===== src/rtl/mod6_pkg.sv =====
package mod6_pkg;
  localparam int CNT_W = 3;
  typedef logic [CNT_W-1:0] cnt_t;
  localparam cnt_t TERM_CODE = 3'b101;

  typedef struct packed {
    logic j;
    logic k;
  } jk_t;

  function automatic logic jk_rule(input logic q, input jk_t e);
    case ({e.j, e.k})
      2'b00:   return q;
      2'b01:   return 1'b0;
      2'b10:   return 1'b1;
      default: return ~q;
    endcase
  endfunction
endpackage


===== src/rtl/mod6_excite.sv =====
module mod6_excite
  import mod6_pkg::*;
(
  input  cnt_t                  cur,
  output jk_t  [CNT_W-1:0]      exc
);
  always_comb begin
    // stage 0 (LSB): free toggle
    exc[0].j = 1'b1;
    exc[0].k = 1'b1;
    // stage 1
    exc[1].j = cur[0] & ~cur[2];
    exc[1].k = cur[0];
    // stage 2 (MSB)
    exc[2].j = cur[1] & cur[0];
    exc[2].k = cur[0];
  end
endmodule


===== src/rtl/jk_stage.sv =====
module jk_stage
  import mod6_pkg::*;
#(
  parameter logic RST_VAL = 1'b0
) (
  input  logic clk,
  input  logic rst,
  input  logic ld,
  input  logic ld_val,
  input  jk_t  exc,
  output logic d,
  output logic q
);
  always_comb d = ld ? ld_val : jk_rule(q, exc);

  always_ff @(posedge clk) begin
    if (rst) q <= RST_VAL;
    else     q <= d;
  end

  // both inputs high must invert the stage
  p_toggle_r8: assert property (@(posedge clk) disable iff (rst)
    (!ld && exc.j && exc.k) |=> (q != $past(q)));
endmodule


===== src/rtl/mod6_jk_counter.sv =====
module mod6_jk_counter
  import mod6_pkg::*;
(
  input  logic       clk,
  input  logic       rst,
  input  logic       tst_load,
  input  logic [2:0] tst_value,
  output logic [2:0] cnt,
  output logic       tc
);
  jk_t [CNT_W-1:0] exc;
  cnt_t            nxt;
  cnt_t            st;

  mod6_excite u_exc (.cur(st), .exc(exc));

  for (genvar i = 0; i < CNT_W; i++) begin : g_stage
    jk_stage #(.RST_VAL(1'b0)) u_stage (
      .clk   (clk),
      .rst   (rst),
      .ld    (tst_load),
      .ld_val(tst_value[i]),
      .exc   (exc[i]),
      .d     (nxt[i]),
      .q     (st[i])
    );
  end

  always_ff @(posedge clk) begin
    if (rst) tc <= 1'b0;
    else     tc <= (nxt == TERM_CODE);
  end

  assign cnt = st;

  p_reset_r1: assert property (@(posedge clk)
    rst |=> (cnt == 3'b000 && !tc));
  p_step_r2: assert property (@(posedge clk) disable iff (rst)
    (!tst_load && cnt < 3'd5) |=> (cnt == cnt_t'($past(cnt) + 3'd1)));
  p_wrap_r2: assert property (@(posedge clk) disable iff (rst)
    (!tst_load && cnt == 3'd5) |=> (cnt == 3'd0));
  p_unused6_r3: assert property (@(posedge clk) disable iff (rst)
    (!tst_load && cnt == 3'd6) |=> (cnt == 3'd7));
  p_unused7_r4: assert property (@(posedge clk) disable iff (rst)
    (!tst_load && cnt == 3'd7) |=> (cnt == 3'd0));
  p_tc_r5: assert property (@(posedge clk) disable iff (rst)
    tc == (cnt == TERM_CODE));
  p_load_r6: assert property (@(posedge clk) disable iff (rst)
    tst_load |=> (cnt == $past(tst_value)));
  p_prio_r7: assert property (@(posedge clk)
    (rst && tst_load) |=> (cnt == 3'b000));
endmodule


===== config.mk =====
export PLATFORM = sky130hd
export DESIGN_NAME = mod6_jk_counter
export DESIGN_NICKNAME = d
export VERILOG_FILES = /design/src/rtl/mod6_pkg.sv /design/src/rtl/mod6_excite.sv /design/src/rtl/jk_stage.sv /design/src/rtl/mod6_jk_counter.sv
export SDC_FILE = /design/constraint.sdc
export NUM_CORES = 1
export LEC_CHECK = 0
export BUFFER_PORTS_ARGS = -buffer_cell sky130_fd_sc_hd__buf_2
export CORE_AREA = 2 2 39 41
export CTS_CLUSTER_SIZE = 20
export DETAILED_ROUTE_END_ITERATION = 12
export DIE_AREA = 0 0 41 43
export PLACE_DENSITY = 0.43
export REMOVE_ABC_BUFFERS = 1
export SLEW_MARGIN = 20
export SYNTH_ARGS = -nofsm -noshare
export SYNTH_HDL_FRONTEND = slang
export SYNTH_SLANG_ARGS = --single-unit

===== constraint.sdc =====
create_clock -name clk -period 2.75 [get_ports clk]
set_clock_uncertainty 0.05 [all_clocks]
set_input_delay 0.6875 -clock clk [delete_from_list [all_inputs] [get_ports clk]]
set_output_delay 0.6875 -clock clk [all_outputs]
set_load 0.01 [all_outputs]

==> run_results.csv, run 1 <==
group,metric,value,unit
global_route,grt_max_degree,8,
global_route,grt_pass1_vias,191,
cts,clk_pin_slew,30,ps
cts,htree_levels,1,
run,maxCapViolations,0,
worst_setup_path,slowest_delay,410,ps
yosys,synth.avg_cell_area,8.98,sq um
floorplanning,initial_utilization,0.149,
cells_and_area,final_util,0.196,
power,peakVddDrop,0.133,mV
worst_setup_path,crit_fanout,7,
power,p_comb_frac,0.149,
worst_setup_path,critPathLaunchType,"register",
place,routabilityCongestion,0.625,
cells_and_area,syn2layout_area_growth,31.5,%
worst_setup_path,cp_cell_sequence,"buf_2",
cts,cts_resized,0,
power,finalPower,166,uW
floorplanning,num_rows,14,
cells_and_area,nFillCells,159,
timing,max_slew_margin,0.866,
drt,wire_per_inst,9.50,microns
power,power.share.switching,0.254,
timing,hold_violations,0,
cells_and_area,final_nets,40,
worst_setup_path,cp-end-kind,"output pin",
power,p_int,124,uW
worst_setup_path,crit_path_top_delay_cell,"dfxtp_1",
timing,grt_setup_unrepaired,"no",
place,io_buffers,9,
yosys,ys_seq_area_frac,0.388,
yosys,yosysUniqueCellTypes,11,
yosys,ys_ff_latch,4,
yosys,synthTopCellsByArea,"dfxtp_1 39%, buf_4 11%, nor3_1 9.7%",
drt,first_pass_iters,2,
power,power.share.clock,0.450,
global_route,grt-ovfl-total,0,
worst_setup_path,required,2010,ps
cells_and_area,final_cell_count_no_fill,48,
cells_and_area,drive_gt1_frac,0.438,
floorplanning,dieArea,1760,sq um
drt,drt-total-wl,456,microns
global_route,grt.total_usage,0.0782,
floorplanning,core-area,1380,sq um
power,seq_power_share,0.401,
cts,clockBufferDepth,2,
yosys,synth.cell_area,206,sq um
worst_setup_path,critPathArrivalTime,810,ps
cts,clkLatencyLatePin,240,ps
drt,ant_nets,0,
cells_and_area,antenna_cells,0,
yosys,netlist.area_leader.share,0.388,
timing,fmaxAchievable,647,MHz
timing,setup_viol,0,
cts,clkSinkCount,4,
power,leakagePower,0.000126,uW
cts,cts_tree,"yes",
cts,clockRootBuffer,"clkbuf_4",
place,dp.cells,45,
yosys,yosys.area.top_type,"dfxtp_1",
timing,tns,0,ps
run_status,status,"finished clean",
power,p_per_area,611,nW/um^2
floorplanning,io_pins,10,
timing,worst_pin_slew,200,ps
drt,drc,0,
timing,maxSlewViolCount,0,
global_route,grt_antenna_before_repair,0,
floorplanning,die_w,41,microns
floorplanning,chipHeight,43,microns
worst_setup_path,worst-setup-path-type,"reg2out",
min_path,min_path_type,"reg2reg",
drt,via_per_inst,3.77,
drt,vias,181,
power,switching_power,42.2,uW
yosys,synthCells,23,
timing,period_needed,1540,ps
cts,cts_setup_buffers,0,
cts,postCtsHoldBufs,0,
worst_setup_path,crit_family,"flip-flops",
timing,min_period_over_period,0.562,
worst_setup_path,path_buf_inv,1,
place,dpl.hpwl,342,microns
cts,cts_buffers,3,
yosys,yosysWarnings,0,
global_route,grt_pass1_wl,793,microns
drt,drtIter0Drc,5,
[cells by family (layout without fill, tap and decap cells)]
kind of cell | after synthesis | in the layout | share of synthesized area
and+or+nand+nor | 14 | 14 | 0.455
buffers and inverters | 3 | 12 | 0.109
AOI/OAI and AO/OA | 2 | 2 | 0.0485
DFF | 4 | 4 | 0.388
[flip-flops by register name, summed over array words and instances (netlist names)]
signal / count
tc: 1
g_stage.u_stage.q: 3
[power by group through the flow]
| stage | sequential (uW) | clock (uW) | combinational [uW] |
|---|---|---|---|
| finish | 66.5 | 74.7 | 24.8 |
| global placement | 67.6 | 0 | 25.0 |
| global route | 67.4 | 85.1 | 28.1 |
| CTS | 66.4 | 79.7 | 24.9 |
| detailed placement | 67.3 | 0 | 24.7 |
| floorplan | 68.7 | 0 | 11.9 |
[cells in the final DEF, fill, tap and decap left out]
| cell | netlist | layout |
|---|---|---|
| buf_2 | 0 | 9 |
| nor3_1 | 4 | 4 |
| dfxtp_1 | 4 | 4 |
| clkbuf_4 | 0 | 3 |
| and2b_1 | 2 | 2 |
| nor2b_1 | 2 | 2 |
| a21oi_1 | 2 | 2 |
| nor2_1 | 2 | 2 |
| and3b_1 | 1 | 1 |
| nor3_2 | 1 | 1 |
| nor4_2 | 1 | 1 |
| nor3b_1 | 1 | 1 |
[cells in the mapped netlist (all sizes together)]
cell   instances
nor3           5
dfxtp          4
buf            3
a21oi          2
and2b          2
nor2           2
nor2b          2
and3b          1
nor3b          1
nor4           1
[final cells by class]
type                            count  area (sq um)  area share
Clock buffer                        3          22.5      0.0829
Multi-Input combinational cell     16           104       0.382
Sequential cell                     4          80.1       0.295
Tap cell                           16          20.0      0.0737
Timing Repair Buffer                9          45.0       0.166
[metrics by stage]
| stage | setup WS, ps | hold slack, ps | instance area (sq um) |
|---|---|---|---|
| global route | 1150 | 617 | 272 |
| floorplan | 1570 | 546 | 184 |
| CTS | 1200 | 560 | 272 |
| global placement | 1370 | 573 | 249 |
| detailed placement | 1360 | 551 | 249 |
| finish | 1210 | 560 | 272 |
[metal layers]
| metal | track usage | part of all wire |
|---|---|---|
| met2 | 0.0656 | 0.31 |
| met5 | 0 | 0 |
| met4 | 0.0800 | 0 |
| met1 | 0.105 | 0.57 |
| met3 | 0.0628 | 0.12 |
[path summary, 6_finish.rpt]
check / from / end / slack (ps) / cells after the start
setup reg to reg: g_stage[0].u_stage.q$_SDFF_PP0_ / tc$_SDFF_PP0_ / 1720 / 3
hold reg to reg: g_stage[0].u_stage.q$_SDFF_PP0_ / g_stage[0].u_stage.q$_SDFF_PP0_ / 560 / 3
hold / removal: g_stage[0].u_stage.q$_SDFF_PP0_ / g_stage[0].u_stage.q$_SDFF_PP0_ / 560 / 3
setup / recovery: g_stage[0].u_stage.q$_SDFF_PP0_ / cnt[0] / 1210 / 1
(Power assumes the default switching activity.)
==> run 2, diff against run 1 <==
PLACE_DENSITY = 0.44   (was 0.43)
clock period = 1.3 ns   (was 2.75 ns; I/O delays follow)
==> run_results.csv, run 2 (synthesis results as in run 1) <==
group,metric,value,unit
worst_setup_path,worst-setup-path-type,"reg2out",
cells_and_area,antenna_cells,0,
timing,grt_setup_unrepaired,"no",
worst_setup_path,critPathArrivalTime,800,ps
timing,period_needed,1170,ps
timing,worst_pin_slew,189,ps
global_route,grt_pass1_vias,195,
drt,via_per_inst,3.79,
worst_setup_path,slowest_delay,400,ps
timing,setup_viol,0,
timing,min_period_over_period,0.900,
cts,cts_tree,"yes",
timing,max_slew_margin,0.873,
drt,drtIter0Drc,1,
min_path,worstHoldPathCells,2,
drt,ant_nets,0,
worst_setup_path,cp_cell_sequence,"buf_2",
place,io_buffers,9,
cts,cts_setup_buffers,0,
cells_and_area,reg_top3,"g_stage.u_stage.q: 3 flops, tc: 1 flops",
drt,vias,182,
global_route,grt-ovfl-total,0,
cts,htree_levels,1,
cts,cts_buffers,3,
worst_setup_path,crit_family,"flip-flops",
cells_and_area,top_register,"g_stage.u_stage.q",
global_route,grt.total_usage,0.0691,
cells_and_area,multi_input_area,104,sq um
global_route,grt_pass1_wl,717,microns
drt,met1_length,198,microns
worst_setup_path,critPathLaunchType,"register",
drt,drt-total-wl,409,microns
floorplanning,chipHeight,43,microns
run,maxCapViolations,0,
cts,postCtsHoldBufs,0,
cts,clkSinkCount,4,
power,peakVddDrop,0.266,mV
floorplanning,dieArea,1760,sq um
power,p_per_area,1280,nW/um^2
worst_setup_path,reg2reg_depth,3,
drt,wire_per_inst,8.52,microns
cells_and_area,nFillCells,159,
cells_and_area,drive_gt1_frac,0.438,
cells_and_area,largest_register_ffs,3,
floorplanning,core-area,1380,sq um
place,dpl.hpwl,328,microns
power,finalPower,347,uW
cts,clkLatencyLatePin,230,ps
worst_setup_path,path_buf_inv,1,
power,leakagePower,0.000126,uW
place,routabilityCongestion,0.703,
worst_setup_path,crit_path_top_delay_cell,"dfxtp_1",
floorplanning,num_rows,14,
cells_and_area,final_common_cell,"buf_2",
cells_and_area,final_nets,40,
cells_and_area,syn2layout_area_growth,31.5,%
drt,wl_met3,53,microns
cts,clockRootBuffer,"clkbuf_4",
floorplanning,io_pins,10,
cells_and_area,final-seq-area,80.1,sq um
worst_setup_path,cp-end-kind,"output pin",
min_path,min_path_type,"in2reg",
cts,clockBufferDepth,2,
worst_setup_path,required,930,ps
drt,drc,0,
floorplanning,initial_utilization,0.149,
cts,cts_resized,0,
worst_setup_path,cp_num_cells,1,
timing,hold_violations,0,
run_status,status,"finished clean",
global_route,grt_max_degree,8,
worst_setup_path,crit_fanout,7,
timing,maxSlewViolCount,0,
global_route,grt_antenna_before_repair,0,
floorplanning,die_w,41,microns
drt,dr.max_layer_used,"met3",
drt,first_pass_iters,2,
cts,clk_pin_slew,40,ps
drt,wl_met2,157,microns
timing,tns,0,ps
cells_and_area,mostFrequentLayoutCells,"9 x buf_2, 4 x nor3_1, 4 x dfxtp_1, 3 x clkbuf_4",
timing,fmaxAchievable,855,MHz
run 2: worst paths after layout:
check	start	endpoint	slack, ps
worst max-delay path	g_stage[0].u_stage.q$_SDFF_PP0_	cnt[0]	130
worst min-delay path	rst	g_stage[0].u_stage.q$_SDFF_PP0_	270
worst max register to register	g_stage[0].u_stage.q$_SDFF_PP0_	tc$_SDFF_PP0_	280
worst min register to register	g_stage[0].u_stage.q$_SDFF_PP0_	g_stage[0].u_stage.q$_SDFF_PP0_	550
run 2: final cells by class:
cell class | count | area share
clock buffer | 3 | 0.0829
multi-input combinational | 16 | 0.382
sequential | 4 | 0.295
tap | 16 | 0.0737
timing repair buffer | 9 | 0.166
run 2: stage by stage:
| stage | utilization | std cells | worst slack (ps) | hold WS (ps) | cell area (sq um) |
|---|---|---|---|---|---|
| 2_1_floorplan | - | 20 | 298 | 346 | 184 |
| 3_3_place_gp | 0.180 | 45 | 282 | 511 | 249 |
| 3_5_place_dp | 0.180 | 45 | 271 | 508 | 249 |
| 4_1_cts | 0.196 | 48 | 123 | 263 | 272 |
| 5_1_grt | 0.196 | 48 | 70.2 | 283 | 272 |
| 6_report | 0.196 | 48 | 130 | 271 | 272 |
run 2: worst reg2reg max path: stages, from the launching register on:
cell	delay, ps
dfxtp_1	400
and3b_1	200
nor3_2	50
nor4_2	230
run 2: report_power, final:
group	switching, uW	total (uW)	internal (uW)
logic	25.6	51.8	26.2
clock network	51.7	155	103
registers	8.15	140	132
run 2: per-layer routing:
layer / global-route usage / vias to the layer above
met5: 0 / -
met3: 0.0471 / 0
met1: 0.0764 / 79
li1: - / 95
met2: 0.0750 / 8
met4: 0.0800 / 0
